[src/rtl/sbs_pkg.sv]
`timescale 1ns/1ps
package sbs_pkg;

  // Defaults shared by the design and its users
  localparam int SBS_DEPTH_DEF  = 16;
  localparam int SBS_LANES_DEF  = 4;
  localparam int SBS_LANE_W_DEF = 9;
  // Burst of 4 beats walks two low address bits
  localparam int SBS_BEAT_W     = 2;

  typedef enum logic {
    ORDER_LINEAR      = 1'b0,
    ORDER_INTERLEAVED = 1'b1
  } burst_order_e;

  // Low address bits for a given beat of a burst
  function automatic logic [SBS_BEAT_W-1:0] beat_low(
    input logic [SBS_BEAT_W-1:0] base,
    input logic [SBS_BEAT_W-1:0] beat,
    input burst_order_e          ord
  );
    return (ord == ORDER_INTERLEAVED) ? (base ^ beat) : (base + beat);
  endfunction

endpackage

[src/rtl/sbs_burst_gen.sv]
`timescale 1ns/1ps
module sbs_burst_gen
  import sbs_pkg::*;
#(
  parameter int AW = 4
) (
  input  logic                clk,
  input  logic                rst,
  input  logic                live,
  input  logic                load,
  input  logic                step,
  input  burst_order_e        ord,
  input  logic [AW-1:0]       start_addr,
  output logic [AW-1:0]       cur_addr
);

  localparam int BW = SBS_BEAT_W;
  localparam logic [BW-1:0] BEAT_ONE = {{(BW-1){1'b0}}, 1'b1};

  logic [AW-1:0] base_q;
  logic [BW-1:0] beat_q;

  always_ff @(posedge clk) begin
    if (rst) begin
      base_q <= '0;
      beat_q <= '0;
    end else if (live) begin
      if (load) begin
        base_q <= start_addr;
        beat_q <= '0;
      end else if (step) begin
        beat_q <= beat_q + BEAT_ONE;
      end
    end
  end

  assign cur_addr = {base_q[AW-1:BW], beat_low(base_q[BW-1:0], beat_q, ord)};

  // A new start points the access at the given address
  p_load_addr_r3: assert property (@(posedge clk) disable iff (rst)
    (live && load) |=> (cur_addr == $past(start_addr)));

  // Linear order moves one word ahead, wrapping in the block
  p_linear_step_r5: assert property (@(posedge clk) disable iff (rst)
    (live && step && !load && ord == ORDER_LINEAR) |=>
    (ord != ORDER_LINEAR || cur_addr[BW-1:0] == $past(cur_addr[BW-1:0]) + BEAT_ONE));

  // Any beat stays inside the aligned block of its start
  p_block_fixed_r6: assert property (@(posedge clk) disable iff (rst)
    (live && step && !load) |=> (cur_addr[AW-1:BW] == $past(cur_addr[AW-1:BW])));

endmodule

[src/rtl/sbs_lane_ram.sv]
`timescale 1ns/1ps
module sbs_lane_ram #(
  parameter int DEPTH = 16,
  parameter int AW    = 4,
  parameter int W     = 9
) (
  input  logic          clk,
  input  logic          we,
  input  logic          re,
  input  logic [AW-1:0] addr,
  input  logic [W-1:0]  wdata,
  output logic [W-1:0]  rdata
);

  logic [W-1:0] mem [DEPTH];

  // Single-port array with registered read, shaped for block RAM
  always_ff @(posedge clk) begin
    if (we) mem[addr] <= wdata;
    if (re) rdata <= mem[addr];
  end

endmodule

[src/rtl/sbs_bus_ctrl.sv]
`timescale 1ns/1ps
module sbs_bus_ctrl #(
  parameter int BUS_W = 36
) (
  input  logic             clk,
  input  logic             rst,
  input  logic             en,
  input  logic             sleep,
  input  logic             rd_fire,
  input  logic             selected,
  input  logic             wake,
  input  logic             wr_phase,
  input  logic             oe_n,
  input  logic [BUS_W-1:0] ram_q,
  output logic [BUS_W-1:0] dq_o,
  output logic             dq_oe
);

  logic             rd_v1_q;
  logic             rd_v2_q;
  logic [BUS_W-1:0] dq_q;

  // Second pipeline stage: array word into the output register
  always_ff @(posedge clk) begin
    if (rst) begin
      rd_v1_q <= 1'b0;
      rd_v2_q <= 1'b0;
      dq_q    <= '0;
    end else if (en) begin
      if (sleep) begin
        rd_v1_q <= 1'b0;
        rd_v2_q <= 1'b0;
      end else begin
        rd_v1_q <= rd_fire;
        rd_v2_q <= rd_v1_q;
        if (rd_v1_q) dq_q <= ram_q;
      end
    end
  end

  assign dq_o  = dq_q;
  // Registered qualifiers combined with the two asynchronous inputs
  assign dq_oe = rd_v2_q & selected & ~wake & ~wr_phase & ~oe_n & ~sleep;

  // A masked clock edge leaves the output word untouched
  p_hold_out_r10: assert property (@(posedge clk) disable iff (rst)
    (!en) |=> $stable(dq_o));

endmodule

[src/rtl/burst_sram.sv]
`timescale 1ns/1ps
module burst_sram
  import sbs_pkg::*;
#(
  parameter int DEPTH  = SBS_DEPTH_DEF,
  parameter int LANES  = SBS_LANES_DEF,
  parameter int LANE_W = SBS_LANE_W_DEF,
  localparam int AW    = $clog2(DEPTH),
  localparam int BUS_W = LANES * LANE_W
) (
  input  logic             clk,
  input  logic             rst,
  input  logic             cen_n,
  input  logic             start_n,
  input  logic             adv_n,
  input  logic             sel_n,
  input  logic             we_n,
  input  logic [LANES-1:0] be_n,
  input  logic [AW-1:0]    addr,
  input  logic             order_sel,
  input  logic             oe_n,
  input  logic             sleep,
  input  logic [BUS_W-1:0] dq_i,
  output logic [BUS_W-1:0] dq_o,
  output logic             dq_oe
);

  logic en;
  logic live;
  logic start_acc;
  logic desel;
  logic step;

  logic selected_q;
  logic wake_q;
  logic burst_on_q;
  logic burst_wr_q;
  logic slot_v_q;
  logic slot_wr_q;
  logic [LANES-1:0] slot_be_q;

  logic [AW-1:0]    cur_addr;
  logic [BUS_W-1:0] ram_q;
  burst_order_e     ord;

  assign en        = ~cen_n;
  assign live      = en & ~sleep;
  assign start_acc = ~start_n & ~sel_n;
  assign desel     = ~start_n & sel_n;
  assign step      = start_n & ~adv_n & burst_on_q;
  assign ord       = burst_order_e'(order_sel);

  // Access slot: one beat whose address is held by the burst generator
  always_ff @(posedge clk) begin
    if (rst) begin
      selected_q <= 1'b0;
      wake_q     <= 1'b0;
      burst_on_q <= 1'b0;
      burst_wr_q <= 1'b0;
      slot_v_q   <= 1'b0;
      slot_wr_q  <= 1'b0;
      slot_be_q  <= '0;
    end else if (en) begin
      if (sleep) begin
        slot_v_q <= 1'b0;
        wake_q   <= 1'b0;
      end else begin
        wake_q    <= start_acc & ~selected_q;
        slot_v_q  <= start_acc | step;
        slot_be_q <= ~be_n;
        if (start_acc) begin
          selected_q <= 1'b1;
          burst_on_q <= 1'b1;
          burst_wr_q <= ~we_n;
          slot_wr_q  <= ~we_n;
        end else begin
          slot_wr_q <= burst_wr_q;
          if (desel) begin
            selected_q <= 1'b0;
            burst_on_q <= 1'b0;
          end
        end
      end
    end
  end

  sbs_burst_gen #(
    .AW(AW)
  ) u_burst (
    .clk        (clk),
    .rst        (rst),
    .live       (live),
    .load       (start_acc),
    .step       (step),
    .ord        (ord),
    .start_addr (addr),
    .cur_addr   (cur_addr)
  );

  for (genvar l = 0; l < LANES; l++) begin : g_lane
    sbs_lane_ram #(
      .DEPTH (DEPTH),
      .AW    (AW),
      .W     (LANE_W)
    ) u_ram (
      .clk   (clk),
      .we    (live & slot_v_q & slot_wr_q & slot_be_q[l]),
      .re    (live & slot_v_q & ~slot_wr_q),
      .addr  (cur_addr),
      .wdata (dq_i[l*LANE_W +: LANE_W]),
      .rdata (ram_q[l*LANE_W +: LANE_W])
    );
  end

  sbs_bus_ctrl #(
    .BUS_W(BUS_W)
  ) u_bus (
    .clk      (clk),
    .rst      (rst),
    .en       (en),
    .sleep    (sleep),
    .rd_fire  (slot_v_q & ~slot_wr_q),
    .selected (selected_q),
    .wake     (wake_q),
    .wr_phase (slot_v_q & slot_wr_q),
    .oe_n     (oe_n),
    .ram_q    (ram_q),
    .dq_o     (dq_o),
    .dq_oe    (dq_oe)
  );

  // Write data phase keeps the pins floating
  p_wr_phase_quiet_r4: assert property (@(posedge clk) disable iff (rst)
    (live && start_acc && !we_n) |=> !dq_oe);

  // Deselecting floats the pins on the following cycle
  p_desel_quiet_r8: assert property (@(posedge clk) disable iff (rst)
    (live && desel) |=> !dq_oe);

  // First cycle after reselect is a turnaround cycle
  p_turnaround_quiet_r9: assert property (@(posedge clk) disable iff (rst)
    (live && start_acc && !selected_q) |=> !dq_oe);

  // An enabled edge in sleep flushes any pending read
  p_sleep_flush_r11: assert property (@(posedge clk) disable iff (rst)
    (en && sleep) |=> !dq_oe);

endmodule

[config.mk]
export PLATFORM = sky130hd
export DESIGN_NAME = burst_sram
export DESIGN_NICKNAME = d
export VERILOG_FILES = /design/src/rtl/sbs_pkg.sv /design/src/rtl/sbs_burst_gen.sv /design/src/rtl/sbs_lane_ram.sv /design/src/rtl/sbs_bus_ctrl.sv /design/src/rtl/burst_sram.sv
export SDC_FILE = /design/constraint.sdc
export NUM_CORES = 1
export LEC_CHECK = 0
export BUFFER_PORTS_ARGS = -buffer_cell sky130_fd_sc_hd__buf_4
export CAP_MARGIN = 30
export CORE_UTILIZATION = 35
export CTS_CLUSTER_DIAMETER = 50
export DETAILED_ROUTE_END_ITERATION = 6
export GPL_TIMING_DRIVEN = 0
export PLACE_DENSITY = 0.52
export SKIP_LAST_GASP = 1
export SYNTH_ARGS = -nofsm -noshare
export SYNTH_HDL_FRONTEND = slang
export SYNTH_HIERARCHICAL = 1
export SYNTH_SLANG_ARGS = --single-unit
[constraint.sdc]
create_clock -name clk -period 2.7 [get_ports clk]
set_clock_uncertainty 0.05 [all_clocks]
set_input_delay 0.405 -clock clk [delete_from_list [all_inputs] [get_ports clk]]
set_output_delay 0.405 -clock clk [all_outputs]
set_load 0.02 [all_outputs]
After elaboration in Yosys (flattened, before gate mapping)
Memory sizes are Yosys's and may differ from the RTL's. A register that Yosys moved wholly into a read port is not among the register bits. Cells that the tools add are included.

Add/sub/neg operators: 2. Muxes and demuxes: 18. Bitwise gates (word level): 34. Reductions and logical operators: 8.

Operators by type and width (count): $and A1 B1 Y1 (20); $mux W1 (15); $not A1 Y1 (11); $reduce_and A3 Y1 (3); $mux W2 (3); $reduce_and A2 Y1 (3); $not A4 Y4 (1); $reduce_bool A2 Y1 (2); $add A2 B1 Y2 const B (1); $add A2 B2 Y2 (1); $xor A2 B2 Y2 (1); $or A1 B1 Y1 (1).

Flip-flop bits (word level): 52. Memory bits (writable): 576. Input port bits: 54. Output and inout bits: 37. Word-level logic and storage cells: 76. Memories kept: 4.

Memories: g_lane[0].u_ram.mem (words 16, bits a word 9, read ports 1, clocked after Yosys merged registers in 1, write ports 1, line sbs_lane_ram.sv:15) `logic [W-1:0] mem [DEPTH];`; g_lane[1].u_ram.mem (words 16, bits a word 9, read ports 1, clocked after Yosys merged registers in 1, write ports 1, line sbs_lane_ram.sv:15); g_lane[2].u_ram.mem (words 16, bits a word 9, read ports 1, clocked after Yosys merged registers in 1, write ports 1, line sbs_lane_ram.sv:15); g_lane[3].u_ram.mem (words 16, bits a word 9, read ports 1, clocked after Yosys merged registers in 1, write ports 1, line sbs_lane_ram.sv:15).

Depth between registers and ports, before layout
Depth after elaboration: 7. Depth in mapped cells: 8. Mapped depth without buffers: 6.

By module
Netlist, hierarchy kept.

Modules (own cells, without submodules): sbs_lane_ram (instances 4, cells each 256, area each 5836.8 um^2, seq. area each 4594.4 um^2); sbs_bus_ctrl (instances 1, cells each 166, area each 1716.6 um^2, seq. area each 760.7 um^2); burst_sram (instances 1, cells each 49, area each 411.6 um^2, seq. area each 160.2 um^2); sbs_burst_gen (instances 1, cells each 34, area each 287.8 um^2, seq. area each 120.1 um^2).

Worst setup path after synthesis
No wires, ideal clock.

Path kind: input to register. Start point: in sleep. End point: mem g_lane[0].u_ram.mem[0][0], enable pin. Library setup time: 0.387 ns. Data arrival time: 2.018 ns. Required time: 2.263 ns. Path slack: 0.246 ns. Cell stages on the path: 4. Buffers on the path: 0. Cell sequence: and4bb_1 and2_1 or3b_2 nor3_1.

Word-level cells in the longest chain between the ends: 7.

Ends and longest elaborated chain: from (decl) (line burst_sram.sv:22) `input logic sleep,`; $not A1 Y1 (no line); $and A1 B1 Y1 (line burst_sram.sv:47) `assign live = en & ~sleep;`; $and A1 B1 Y1 (3 in a row) (line burst_sram.sv:107) `.we (live & slot_v_q & slot_wr_q & slot_be_q[l]),`; $mux W1 (line sbs_lane_ram.sv:19) `if (we) mem[addr] <= wdata;`; $mux W1 (not written as such) (line sbs_lane_ram.sv:19); to (decl) (line sbs_lane_ram.sv:15).

No other way between the ends.

Worst setup path in the final report
Start point: reg u_burst.beat_q[0]. End point: mem g_lane[2].u_ram.mem[1][8], enable pin.

Word-level cells in the longest chain between the ends: 2. Elaborated cells between the ends (all ways): 3. Those cells by class: add/sub: 1; mux: 1; bitwise: 1.

Ends and longest elaborated chain: from (decl) (line sbs_burst_gen.sv:21) `logic [BW-1:0] beat_q;`; from (signal assigned) (line sbs_burst_gen.sv:32) `beat_q <= beat_q + BEAT_ONE;`; $add A2 B2 Y2 (line sbs_pkg.sv:22) `return (ord == ORDER_INTERLEAVED) ? (base ^ beat) : (base + beat);`; $mux W2 (line sbs_pkg.sv:22); net cur_addr[1] (line burst_sram.sv:42) `logic [AW-1:0] cur_addr;`; to (decl) (line sbs_lane_ram.sv:15).

The timed path passes the listed nets, and every way through them passes these cells.

==> results.json <==
{
  "reg2reg_from": "u_burst/beat_q[0]",
  "netlist_area_um2": 25760,
  "die_h_um": 273.3,
  "cpPeakStageDelay_ns": 0.56,
  "drt_iter0_markers": 917,
  "io_buffers": 90,
  "ys_seq_elements": 664,
  "endpoint_kind": "flop",
  "finalPower_mw": 22.20,
  "ff2ff_path_depth": 8,
  "crit_chain": "ha_2 -> nor2b_1 -> xnor2_2 -> buf_4 -> buf_2 -> buf_4 -> nand2b_1 -> nor2_2",
  "place.gp.congestion": 0.7508,
  "grt_overflow": 0,
  "ys.flop_type": "edfxtp_1",
  "timing.final.crit_period_ns": 2.732,
  "critPathKind": "reg2reg",
  "dp_cells": 2325,
  "wl_per_cell_um": 23.48,
  "crit_slowest_cell": "nor2_2",
  "worst_slew_pin_slew_ns": 0.8400,
  "synth_area_leader_cell": "edfxtp_1",
  "yosys.cell_count.top_type": "edfxtp_1",
  "cts_root_buffer": "clkbuf_16",
  "synth_nets": 1328,
  "drc": 0,
  "crit_start": "u_burst/beat_q[0]",
  "fillCellCount": 6301,
  "start_kind": "flop",
  "yosys-top-cells-count": "edfxtp_1 (612), mux4_2 (88), nand2b_1 (81)",
  "synthTopCellsByArea": "edfxtp_1 (71%), mux4_2 (7.7%), mux4_1 (5.7%)",
  "initial_utilization_pct": 35.37,
  "tns_ns": -0.3012,
  "async_flop_share_pct": 0,
  "grt.total_usage_pct": 15.92,
  "syn_inst": 1273,
  "seqCellArea_um2": 19420,
  "reg2reg_slack_ns": -0.03,
  "leakagePower_nw": 9.919,
  "critPathMostFrequentCell": "buf_4",
  "dpl.hpwl_um": 37320,
  "cts_buffer_depth": 3,
  "final-instance-count-excl-fill": 2503,
  "vdd.ir_drop.worst_mv": 0.4514,
  "area_growth_pct": 22.43,
  "yosysWarnings": 6,
  "crit_end": "g_lane[2].u_ram/mem[1][8]",
  "cts.clk_slew.worst_paths_ns": 0.06,
  "rows": 99,
  "status": "finished with violations",
  "cts_tree": "built",
  "slew_headroom_pct": 43.69,
  "finalMaxSlewViolations": 0,
  "via_per_inst": 5.121,
  "drv_cap": 0,
  "min_path_type": "in2reg",
  "worst_slack_ns": -0.03209,
  "rsz0062_at_grt": "true",
  "core-area_um2": 72830,
  "yosys.cell_types.count": 42,
  "fmax_mhz": 366.0,
  "synth_top_area_share_pct": 71.33,
  "insertion_delay_ns": 0.61,
  "cts.sinks": 664,
  "ys_seq_area_share_pct": 75.37,
  "dr_total_vias": 12820,
  "final_hold_viol_count": 0,
  "setup_violations": 16,
  "avgSynthCellArea_um2": 20.24,
  "ant_nets": 0,
  "drtPass1Iterations": 5,
  "crit_required_ns": 2.89,
  "antenna_found_initial": 0,
  "path_max_fanout": 10,
  "cts.htree.levels": 3,
  "layout_worst_path_cycle_share_pct": 101.2,
  "multi_input_area_um2": 6446,
  "die_w_um": 273.3,
  "violations": "negative setup slack",
  "grt_pass1_wl_um": 86700,
  "ioPinCount": 91,
  "dpl_cell_area_um2": 27750,
  "synth_edf_count": 612,
  "worstPathArrival_ns": 2.93,
  "grt_max_degree": 33,
  "cts_buffers": 75,
  "final_design_area_no_fill_um2": 31540,
  "dieArea_um2": 74700,
  "p_per_area_nw_per_um2": 703.6,
  "drt-total-wl_um": 58760,
  "grt_pass1_vias": 12920,
  "layout-drive-gt1-share_pct": 30.14,
  "nNetsFinal": 1537,
  "r2r-end": "g_lane[2].u_ram/mem[1][8]"
}
## metal layers
metal	vias to the layer above	routed length (um)	share of wire, %	track usage, %
met5	-	0	0	0
met4	0	1019	1.7	4.925
met3	72	2994	5.1	3.175
met2	299	27960	48	24.89
met1	6785	26790	46	22.40
li1	5663	-	-	-
## cells in the final DEF (no fill, tap or decap), types with 19 or more instances in the layout
cell type,instances
nand2_1,47
a22oi_1,59
clkinv_1,19
dfxtp_1,52
buf_4,111
mux4_2,88
nor2_4,42
clkbuf_16,79
nand2b_1,80
clkbuf_1,26
mux4_1,56
mux2i_1,37
buf_6,23
buf_12,29
edfxtp_1,612
## layout make-up
type	count	area share [%]
clock buffer	89	6.418
antenna	1	0.007933
timing repair buffer	132	4.387
buffer	69	1.642
clock inverter	49	1.694
multi-input combinational	536	20.44
sequential	664	61.56
inverter	4	0.04760
tap	959	3.804
## logic make-up after synthesis
kind of cell	after synthesis	synth area share, %
buf+inv	73	1.695
fa+ha+maj	1	0.04856
compound gates	95	2.632
mux	182	14.90
simple gates	256	5.284
xor+xnor	2	0.06800
flops	664	75.37
## metrics by stage
stage,hold WS (ns),utilization (%),setup WS (ns)
final,0.03683,43.31,-0.03209
after global routing,0.03311,43.30,-0.1177
after CTS,0.001350,42.97,-0.1648
after detailed placement,0.4015,38.10,-0.7854
after global placement,0.3991,37.95,-0.7871
after floorplan,0.3807,-,0.2456
## where the power goes
group	internal [mW]	switching, mW	total (mW)
registers	11.2	0.00419	11.2
clock network	6.27	4.13	10.4
logic	0.212	0.360	0.571
total	17.7	4.49	22.2
## flip-flops by register name (all words and copies together), names as in the netlist, 2 cells and up
| signal | flops |
|---|---|
| u_burst/beat_q | 2 |
| g_lane.u_ram/rdata | 36 |
| u_burst/base_q | 4 |
| g_lane.u_ram/mem | 576 |
| u_bus/dq_o | 36 |
| slot_be_q | 4 |
## repair_timing
item / CTS / global route
endpoints found under the hold margin: 6 / 0
hold buffers: 4 / 0
setup endpoints to repair: 583 / 384
pin swaps: 29 / 5
setup buffers: 30 / 5
resized for setup: 123 / 52
## critical path, delay by kind of cell, from the launching register on
kind,cells,cell delay (ns)
xor+xnor,1,0.09
fa+ha+maj,1,0.18
buf+inv,3,0.58
flops,1,0.39
simple gates,3,1.05
## worst min path at each step
| stage | start | endpoint | slack [ns] | depth (start not counted) |
|---|---|---|---|---|
| floorplan | u_burst/base_q[2] | u_burst/base_q[2] | 0.38 | 2 |
| global placement | u_bus/rd_v1_q | u_bus/rd_v1_q | 0.40 | 2 |
| detailed placement | u_burst/base_q[3] | u_burst/base_q[3] | 0.40 | 2 |
| CTS | addr[0] | u_burst/base_q[0] | 0.001 | 3 |
| global route | be_n[0] | slot_be_q[0] | 0.03 | 3 |
| finish | addr[0] | u_burst/base_q[0] | 0.04 | 3 |
Note: power is estimated with default switching activity, not from simulation.
